File: config.mk
export PLATFORM = sky130hd
export DESIGN_NAME = pmem_unit
export DESIGN_NICKNAME = d
export VERILOG_FILES = /design/src/rtl/pmem_pkg.sv /design/src/rtl/pmem_pargen.sv /design/src/rtl/pmem_lane_chk.sv /design/src/rtl/pmem_err_log.sv /design/src/rtl/pmem_unit.sv
export SDC_FILE = /design/constraint.sdc
export NUM_CORES = 1
export LEC_CHECK = 0
export ABC_AREA = 1
export BUFFER_PORTS_ARGS = -buffer_cell sky130_fd_sc_hd__buf_2
export CAP_MARGIN = 20
export CORE_MARGIN = 1.5
export CORE_UTILIZATION = 47
export DETAILED_ROUTE_END_ITERATION = 8
export PLACE_DENSITY = 0.86
export SYNTH_ARGS = -nofsm -noshare
export SYNTH_HDL_FRONTEND = slang
export SYNTH_SLANG_ARGS = --single-unit
export TNS_END_PERCENT = 20
File: constraint.sdc
create_clock -name clk -period 2.4 [get_ports clk]
set_clock_uncertainty 0.15 [all_clocks]
set_input_delay 0.24 -clock clk [delete_from_list [all_inputs] [get_ports clk]]
set_output_delay 0.24 -clock clk [all_outputs]
set_load 0.03 [all_outputs]
File: src/rtl/pmem_pkg.sv
package pmem_pkg;

    typedef enum logic [1:0] {
        SZ_BYTE = 2'd0,
        SZ_WORD = 2'd1,
        SZ_LONG = 2'd2
    } acc_size_e;

    typedef enum logic [2:0] {
        ST_IDLE     = 3'd0,
        ST_WR_FULL  = 3'd1,
        ST_RD_PAR   = 3'd2,
        ST_WR_MERGE = 3'd3,
        ST_RD_FETCH = 3'd4,
        ST_RD_CHECK = 3'd5
    } pstate_e;

endpackage

File: src/rtl/pmem_pargen.sv
module pmem_pargen #(
    parameter int LANES  = 4,
    parameter int LANE_W = 8
) (
    input  logic [LANES*LANE_W-1:0] data,
    output logic [LANES-1:0]        par
);
    for (genvar g = 0; g < LANES; g++) begin : g_lane
        // odd parity: lane plus bit carries an odd count of ones
        assign par[g] = ~^data[g*LANE_W +: LANE_W];
    end
endmodule

File: src/rtl/pmem_lane_chk.sv
module pmem_lane_chk #(
    parameter int LANES  = 4,
    parameter int LANE_W = 8
) (
    input  logic [LANES*LANE_W-1:0] data,
    input  logic [LANES-1:0]        stored_par,
    input  logic [LANES-1:0]        lane_en,
    output logic                    err_any
);
    logic [LANES-1:0] regen;
    logic [LANES-1:0] bad_lane;

    pmem_pargen #(.LANES(LANES), .LANE_W(LANE_W)) u_regen (
        .data (data),
        .par  (regen)
    );

    for (genvar g = 0; g < LANES; g++) begin : g_cmp
        assign bad_lane[g] = lane_en[g] & (regen[g] ^ stored_par[g]);
    end

    assign err_any = |bad_lane;
endmodule

File: src/rtl/pmem_err_log.sv
module pmem_err_log #(
    parameter int ADDR_W = 24,
    parameter int LVL_W  = 3
) (
    input  logic              clk,
    input  logic              rst_n,
    input  logic              evt,
    input  logic              evt_local,
    input  logic [ADDR_W-1:0] evt_addr,
    input  logic              clr,
    input  logic [LVL_W-1:0]  cfg_level,
    output logic              err_valid,
    output logic [ADDR_W-1:0] err_addr,
    output logic [LVL_W-1:0]  irq_level
);
    logic irq_pend;

    // an error event in the same cycle as a clear takes precedence
    always_ff @(posedge clk) begin
        if (!rst_n) begin
            err_valid <= 1'b0;
            err_addr  <= '0;
            irq_pend  <= 1'b0;
        end else if (evt) begin
            if (!err_valid) begin
                err_valid <= 1'b1;
                err_addr  <= evt_addr;
            end
            if (evt_local) begin
                irq_pend <= 1'b1;
            end
        end else if (clr) begin
            err_valid <= 1'b0;
            irq_pend  <= 1'b0;
        end
    end

    assign irq_level = irq_pend ? cfg_level : '0;
endmodule

File: src/rtl/pmem_unit.sv
module pmem_unit
    import pmem_pkg::*;
#(
    parameter int ADDR_W = 24,
    parameter int LANES  = 4,
    parameter int LANE_W = 8,
    parameter int LVL_W  = 3
) (
    input  logic                     clk,
    input  logic                     rst_n,
    input  logic                     req_valid,
    output logic                     req_ready,
    input  logic                     req_write,
    input  logic                     req_vme,
    input  logic [ADDR_W-1:0]        req_addr,
    input  logic [1:0]               req_size,
    input  logic [LANES-1:0]         req_be,
    input  logic [LANES*LANE_W-1:0]  req_wdata,
    output logic                     rsp_term,
    output logic                     rsp_berr,
    output logic [LANES*LANE_W-1:0]  rsp_rdata,
    output logic [ADDR_W-$clog2(LANES)-1:0] mem_addr,
    output logic                     mem_rd,
    output logic [LANES-1:0]         mem_we,
    output logic                     mem_pwe,
    output logic [LANES*LANE_W-1:0]  mem_wdata,
    output logic [LANES-1:0]         mem_wpar,
    input  logic [LANES*LANE_W-1:0]  mem_rdata,
    input  logic [LANES-1:0]         mem_rpar,
    input  logic [LVL_W-1:0]         cfg_irq_level,
    input  logic                     err_clr,
    output logic [LVL_W-1:0]         irq_level,
    output logic                     err_valid,
    output logic [ADDR_W-1:0]        err_addr
);
    localparam int DATA_W = LANES * LANE_W;
    localparam int OFF_W  = $clog2(LANES);

    pstate_e             st, st_nx;
    logic [ADDR_W-1:0]   q_addr;
    logic [LANES-1:0]    q_be;
    logic [DATA_W-1:0]   q_wdata;
    logic                q_vme;

    logic [LANES-1:0]    new_par;
    logic                chk_err;
    logic                err_evt;
    logic                full_write;

    assign full_write = (req_size == SZ_LONG)
                     && (req_addr[OFF_W-1:0] == '0)
                     && (req_be == '1);

    pmem_pargen #(.LANES(LANES), .LANE_W(LANE_W)) u_gen (
        .data (q_wdata),
        .par  (new_par)
    );

    pmem_lane_chk #(.LANES(LANES), .LANE_W(LANE_W)) u_chk_lanes (
        .data       (mem_rdata),
        .stored_par (mem_rpar),
        .lane_en    (q_be),
        .err_any    (chk_err)
    );

    pmem_err_log #(.ADDR_W(ADDR_W), .LVL_W(LVL_W)) u_log (
        .clk       (clk),
        .rst_n     (rst_n),
        .evt       (err_evt),
        .evt_local (~q_vme),
        .evt_addr  (q_addr),
        .clr       (err_clr),
        .cfg_level (cfg_irq_level),
        .err_valid (err_valid),
        .err_addr  (err_addr),
        .irq_level (irq_level)
    );

    // state register and request capture
    always_ff @(posedge clk) begin
        if (!rst_n) begin
            st      <= ST_IDLE;
            q_addr  <= '0;
            q_be    <= '0;
            q_wdata <= '0;
            q_vme   <= 1'b0;
        end else begin
            st <= st_nx;
            if (st == ST_IDLE && req_valid) begin
                q_addr  <= req_addr;
                q_be    <= req_be;
                q_wdata <= req_wdata;
                q_vme   <= req_vme;
            end
        end
    end

    // transitions
    always_comb begin
        st_nx = st;
        unique case (st)
            ST_IDLE: begin
                if (req_valid) begin
                    if (!req_write)     st_nx = ST_RD_FETCH;
                    else if (full_write) st_nx = ST_WR_FULL;
                    else                st_nx = ST_RD_PAR;
                end
            end
            ST_WR_FULL:  st_nx = ST_IDLE;
            ST_RD_PAR:   st_nx = ST_WR_MERGE;
            ST_WR_MERGE: st_nx = ST_IDLE;
            ST_RD_FETCH: st_nx = ST_RD_CHECK;
            ST_RD_CHECK: st_nx = ST_IDLE;
            default:     st_nx = ST_IDLE;
        endcase
    end

    // outputs
    always_comb begin
        req_ready = 1'b0;
        rsp_term  = 1'b0;
        rsp_berr  = 1'b0;
        rsp_rdata = '0;
        mem_rd    = 1'b0;
        mem_we    = '0;
        mem_pwe   = 1'b0;
        mem_wpar  = '0;
        err_evt   = 1'b0;
        unique case (st)
            ST_IDLE: req_ready = 1'b1;
            ST_WR_FULL: begin
                mem_we   = '1;
                mem_pwe  = 1'b1;
                mem_wpar = new_par;
                rsp_term = 1'b1;
            end
            ST_RD_PAR: begin
                mem_rd   = 1'b1;
                rsp_term = 1'b1;
            end
            ST_WR_MERGE: begin
                mem_we   = q_be;
                mem_pwe  = 1'b1;
                mem_wpar = (new_par & q_be) | (mem_rpar & ~q_be);
            end
            ST_RD_FETCH: mem_rd = 1'b1;
            ST_RD_CHECK: begin
                rsp_rdata = mem_rdata;
                err_evt   = chk_err;
                if (chk_err && q_vme) rsp_berr = 1'b1;
                else                  rsp_term = 1'b1;
            end
            default: req_ready = 1'b0;
        endcase
    end

    assign mem_addr  = q_addr[ADDR_W-1:OFF_W];
    assign mem_wdata = q_wdata;
endmodule

---- After elaboration in Yosys (flattened, before gate mapping) ----
Cells that the tools add are included.
word-level totals
  logic and storage cells ................. 71
  bits in registers ....................... 90
  output and inout port bits .............. 127
  input bits .............................. 107
cells by class
  multiplexer cells ....................... 20
  bitwise gates (word level) .............. 13
  eq/ne operators ......................... 9
  reductions and logical operators ........ 21
operator list
  cell                  count
  $reduce_xnor A8 Y1    8
  $mux W32              1
  $pmux W4 S2           2
  $mux W1               11
  $mux W3               3
  $pmux W3 S3           1
  $and A4 B4 Y4         2
  $eq A3 B2 Y1 const B  2
  $eq A3 B3 Y1 const B  2
  $reduce_or A2 Y1      3
  $and A1 B1 Y1         4
  $eq A4 B4 Y1 const B  1
  $logic_and A1 B1 Y1   4
  $ne A2 B2 Y1 const B  2
  $not A4 Y4            1
  $or A4 B4 Y4          1
  $reduce_and A2 Y1     2
  $reduce_or A4 Y1      1
  $xor A1 B1 Y1         4
  $eq A3 B1 Y1 const B  1
  $logic_not A3 Y1      1
  $eq A2 B2 Y1 const B  1
  $logic_not A2 Y1      1
  $mux W2               1
  other kinds (3)       3

---- Depth between registers and ports, before layout ----
  depth in word-level cells ............... 7
  depth in mapped cells ................... 17

---- By module ----
Synthesis repeated with hierarchy kept, for this count alone.
second synthesis, totals
  cells, all modules ...................... 921
  area, all modules ....................... 5370.2 µm²
by module, submodules not included
  module         instances  cells an instance  area an instance (µm²)
  pmem_unit      1          432                2990.4
  pmem_pargen    2          148                580.6
  pmem_err_log   1          171                1133.6
  pmem_lane_chk  1          22                 85.1

---- Worst setup path before layout ----
Ideal clock, no wire load.
  kind .................................... register to output
  start point ............................. register st[0]
  end point ............................... output mem_wpar[2]
  stages on the path, launching flop included .. 5
  setup slack ............................. 200 ps
  buffers on the path ..................... 0
  data arrival time ....................... 1810 ps
  required time ........................... 2010 ps
  path through ............................ dfxtp_1 -> inv_1 -> nor2_1 -> nand2_1 -> o21ai_0
between the ends
  word-level cells in the longest chain between the ends .. 2
ends and longest elaborated chain
  what                                                 line              text
  from (decl)                                          pmem_unit.sv:39   pstate_e st, st_nx;
  from (signal assigned)                               pmem_unit.sv:88   st <= st_nx;
  $eq A3 B2 Y1 / $eq A3 B1 Y1 (equally long branches)  pmem_unit.sv:129  unique case (st)
  $pmux W4 S2 *                                        pmem_unit.sv:129
  to (decl)                                            pmem_unit.sv:27   output logic [LANES-1:0] mem_wpar,
Every way passes the cells marked *; elsewhere a longest branch is shown, timed or not.

---- Worst setup path after layout ----
  start point ............................. register st[1]
  end point ............................... output rsp_rdata[11]
between the ends
  word-level cells in the longest chain between the ends .. 2
ends and longest elaborated chain
  what          line              text
  $eq A3 B3 Y1  pmem_unit.sv:129
  $mux W32      pmem_unit.sv:129
  to (decl)     pmem_unit.sv:21   output logic [LANES*LANE_W-1:0] rsp_rdata,
No other way between the ends.

==> flow_summary.yaml <==
clock_network:
  clk_latency_ps: 360
  clk_pin_slew_ps: 100
  clock_sinks: 90
  htreeDepth: 3
  cts_tree: "built"
  clk_path_buf_depth: 2
  ctsResizeCount: 0
  cts_made_buffers: 9
  ctsRootBufferMaster: "clkbuf_8"
  postCtsSetupBuffers: 0
setup_path:
  worstPathRequired_ps: 2010
  crit_path_start_kind: "flip-flop"
  cp_top_family: "buffers and inverters"
  path_buf_inv: 2
  critPathCaptureType: "output pin"
  critical_path.max_stage_delay_ps: 670
  worst-path-max-fanout: 32
  slowest_stage: "inv_1"
  cp_cell_sequence: "nor3_4, inv_1, nor2_1, buf_2"
  cp.arrival_ps: 1930
  criticalPathCategory: "reg2out"
yosys:
  synth_top_area_frac: 0.3558
  synth-edff-count: 0
  yosysTopAreaCell: "dfxtp_1"
  syn_avg_cell_area_um2: 6.228
  ys.warnings.count: 0
  ys_top_cells_by_count: "nand2_1, inv_1, dfxtp_1"
  netlist_area_mm2: 0.005064
  ys_seq_elements: 90
  netlist_instances: 813
  ys_async_sr_fraction: 0
  yosysMostFrequentCell: "nand2_1"
  synth_ff_type: "dfxtp_1"
  yosysUniqueCellTypes: 23
  synth_area_leaders: "dfxtp_1, nand2_1, inv_1"
  seq_area_frac_synth: 0.3558
  synth_nets: 920
routing:
  post_drt_via_cell_ratio: 4.940
  met1_length_um: 6265
  drt_iter0_drc: 292
  vias: 5849
  routed_wl_um: 15660
  postRouteAntennaNets: 0
  drc: 0
  wire_per_inst_um: 13.23
  routed.top_layer: "met4"
  met2_length_um: 7797
  met3_length_um: 1073
  drtPass1Iterations: 5
placement:
  place_congestion: 0.8214
  place_inst: 1132
  dp_hpwl_um: 10360
  port_buffers: 233
  dpl_cell_area_mm2: 0.006162
  place_ws_ps: 388.0
die:
  start_util: 0.4883
  die_w_um: 106.8
  fp.dieH_um: 106.8
  rows: 37
  core_mm2: 0.01037
  dieArea_mm2: 0.01141
  pin_count: 234
finish:
  post-route-cell-area_mm2: 0.006746
  drive_gt1_frac: 0.2758
  final_cells: 1184
  n_fill_cell: 907
  num_antenna_cells: 0
  nNetsFinal: 1150
  area_growth_syn_to_layout_pct: 33.23
  fin_util: 0.6506
global_routing:
  antenna_found_initial: 0
  grt_use_total: 0.2649
  grt_pass1_wl_um: 24360
  grt_overflow: 0
  grt_pass1_vias: 5346
  grt_max_degree: 56
sta:
  slew_violations: 0
  fin_crit_sh: 0.9648
  hold_ws_ps: 13.83
  max_freq_mhz: 431.9
  rsz0062_at_grt: "yes"
  worstMarginPinSlew_ps: 909.4
  slew_headroom: 0.3930
  setup_viol: 0
  fin_ws_ps: 84.57
  hold_violations: 0
  min_period_ps: 2315
hold_path:
  hp-class: "in2reg"
power:
  peakVddDrop_mv: 0.4697
  cellLeakagePower_nw: 3.713
  cellPowerDensity_mw_per_mm2: 638.4
outcome:
  status: "finished, final reports clean"
flow_run:
  cap_violations: 0
## report_power, final
part	internal [mW]	leakage, nW	switching [mW]
logic	0.473	2.87	0.930
clock network	0.603	0.109	0.576
registers	1.62	0.737	0.102
## placed cells by master (no fill, tap or decap), types with 2 or more instances in the layout
master         netlist  routed
nand2_1            242     241
buf_2                6     233
inv_1              113     113
dfxtp_1             90      90
nor2_1              71      71
a21oi_1             69      69
nand3_1             42      42
o21ai_0             37      37
dlygate4sd3_1        0      36
nand4_1             25      25
xnor2_1             24      24
inv_2               22      22
clkbuf_8             0       9
buf_4               22       8
nand2_2              6       7
xor2_1               4       4
o22ai_1              3       3
nor3_1               2       2
inv_6                0       2
bufinv_16            0       2
## metrics by stage
step                power [mW]  setup TNS [ps]
floorplan                2.736               0
global placement         3.057               0
detailed placement       3.074               0
CTS                      4.281               0
global route             4.516          -419.8
finish                   4.307               0
## area by class of cell
cell class	instances	area, um^2	area share
Timing Repair Buffer	278	1607	0.2381
Sequential cell	90	1802	0.2671
Clock inverter	6	96.34	0.01428
Inverter	135	506.7	0.07511
Clock buffer	10	127.6	0.01892
Tap cell	136	170.2	0.02522
Multi-Input combinational cell	529	2437	0.3613
## state kept, by name (all words and copies together), names as in the netlist
name and count:
u_log.irq_pend 1, q_be 4, u_log.err_valid 1, u_log.err_addr 24
st 3, mem_wdata 32, q_vme 1, q_addr 24
## layer usage
layer | up-vias | global-route usage
met5 | - | 0
met3 | 49 | 0.05350
met1 | 2597 | 0.3027
met4 | 0 | 0.1171
li1 | 2936 | -
met2 | 267 | 0.4748
## worst reg2reg max path, cell delays in order, from the launching register on
cell	delay (ps)
dfxtp_1	400
nor2_1	190
nand2_1	100
inv_2	280
nand2_2	90
buf_4	270
o21ai_0	300
a21oi_1	80
## repair_timing
item,CTS,global route
endpoints found under the hold margin,35,1
hold buffers,35,1
endpoints found under the setup margin,0,21
## cells by family after synthesis
| group | after synthesis | share of synthesized area |
|---|---|---|
| and+or+nand+nor | 391 | 0.3215 |
| buffers and inverters | 194 | 0.1646 |
| AOI/OAI and AO/OA | 110 | 0.1097 |
| DFF | 90 | 0.3558 |
| xor gates and xnor gates | 28 | 0.04843 |
## final timing paths
path,from,endpoint,slack (ps),cells past startpoint
min reg2reg,q_addr[0],q_addr[0],310,2
max reg2reg,st[1],q_addr[10],410,7
min,req_addr[16],q_addr[16],10,3
max,st[1],rsp_rdata[11],80,4
(Power assumes the default switching activity.)
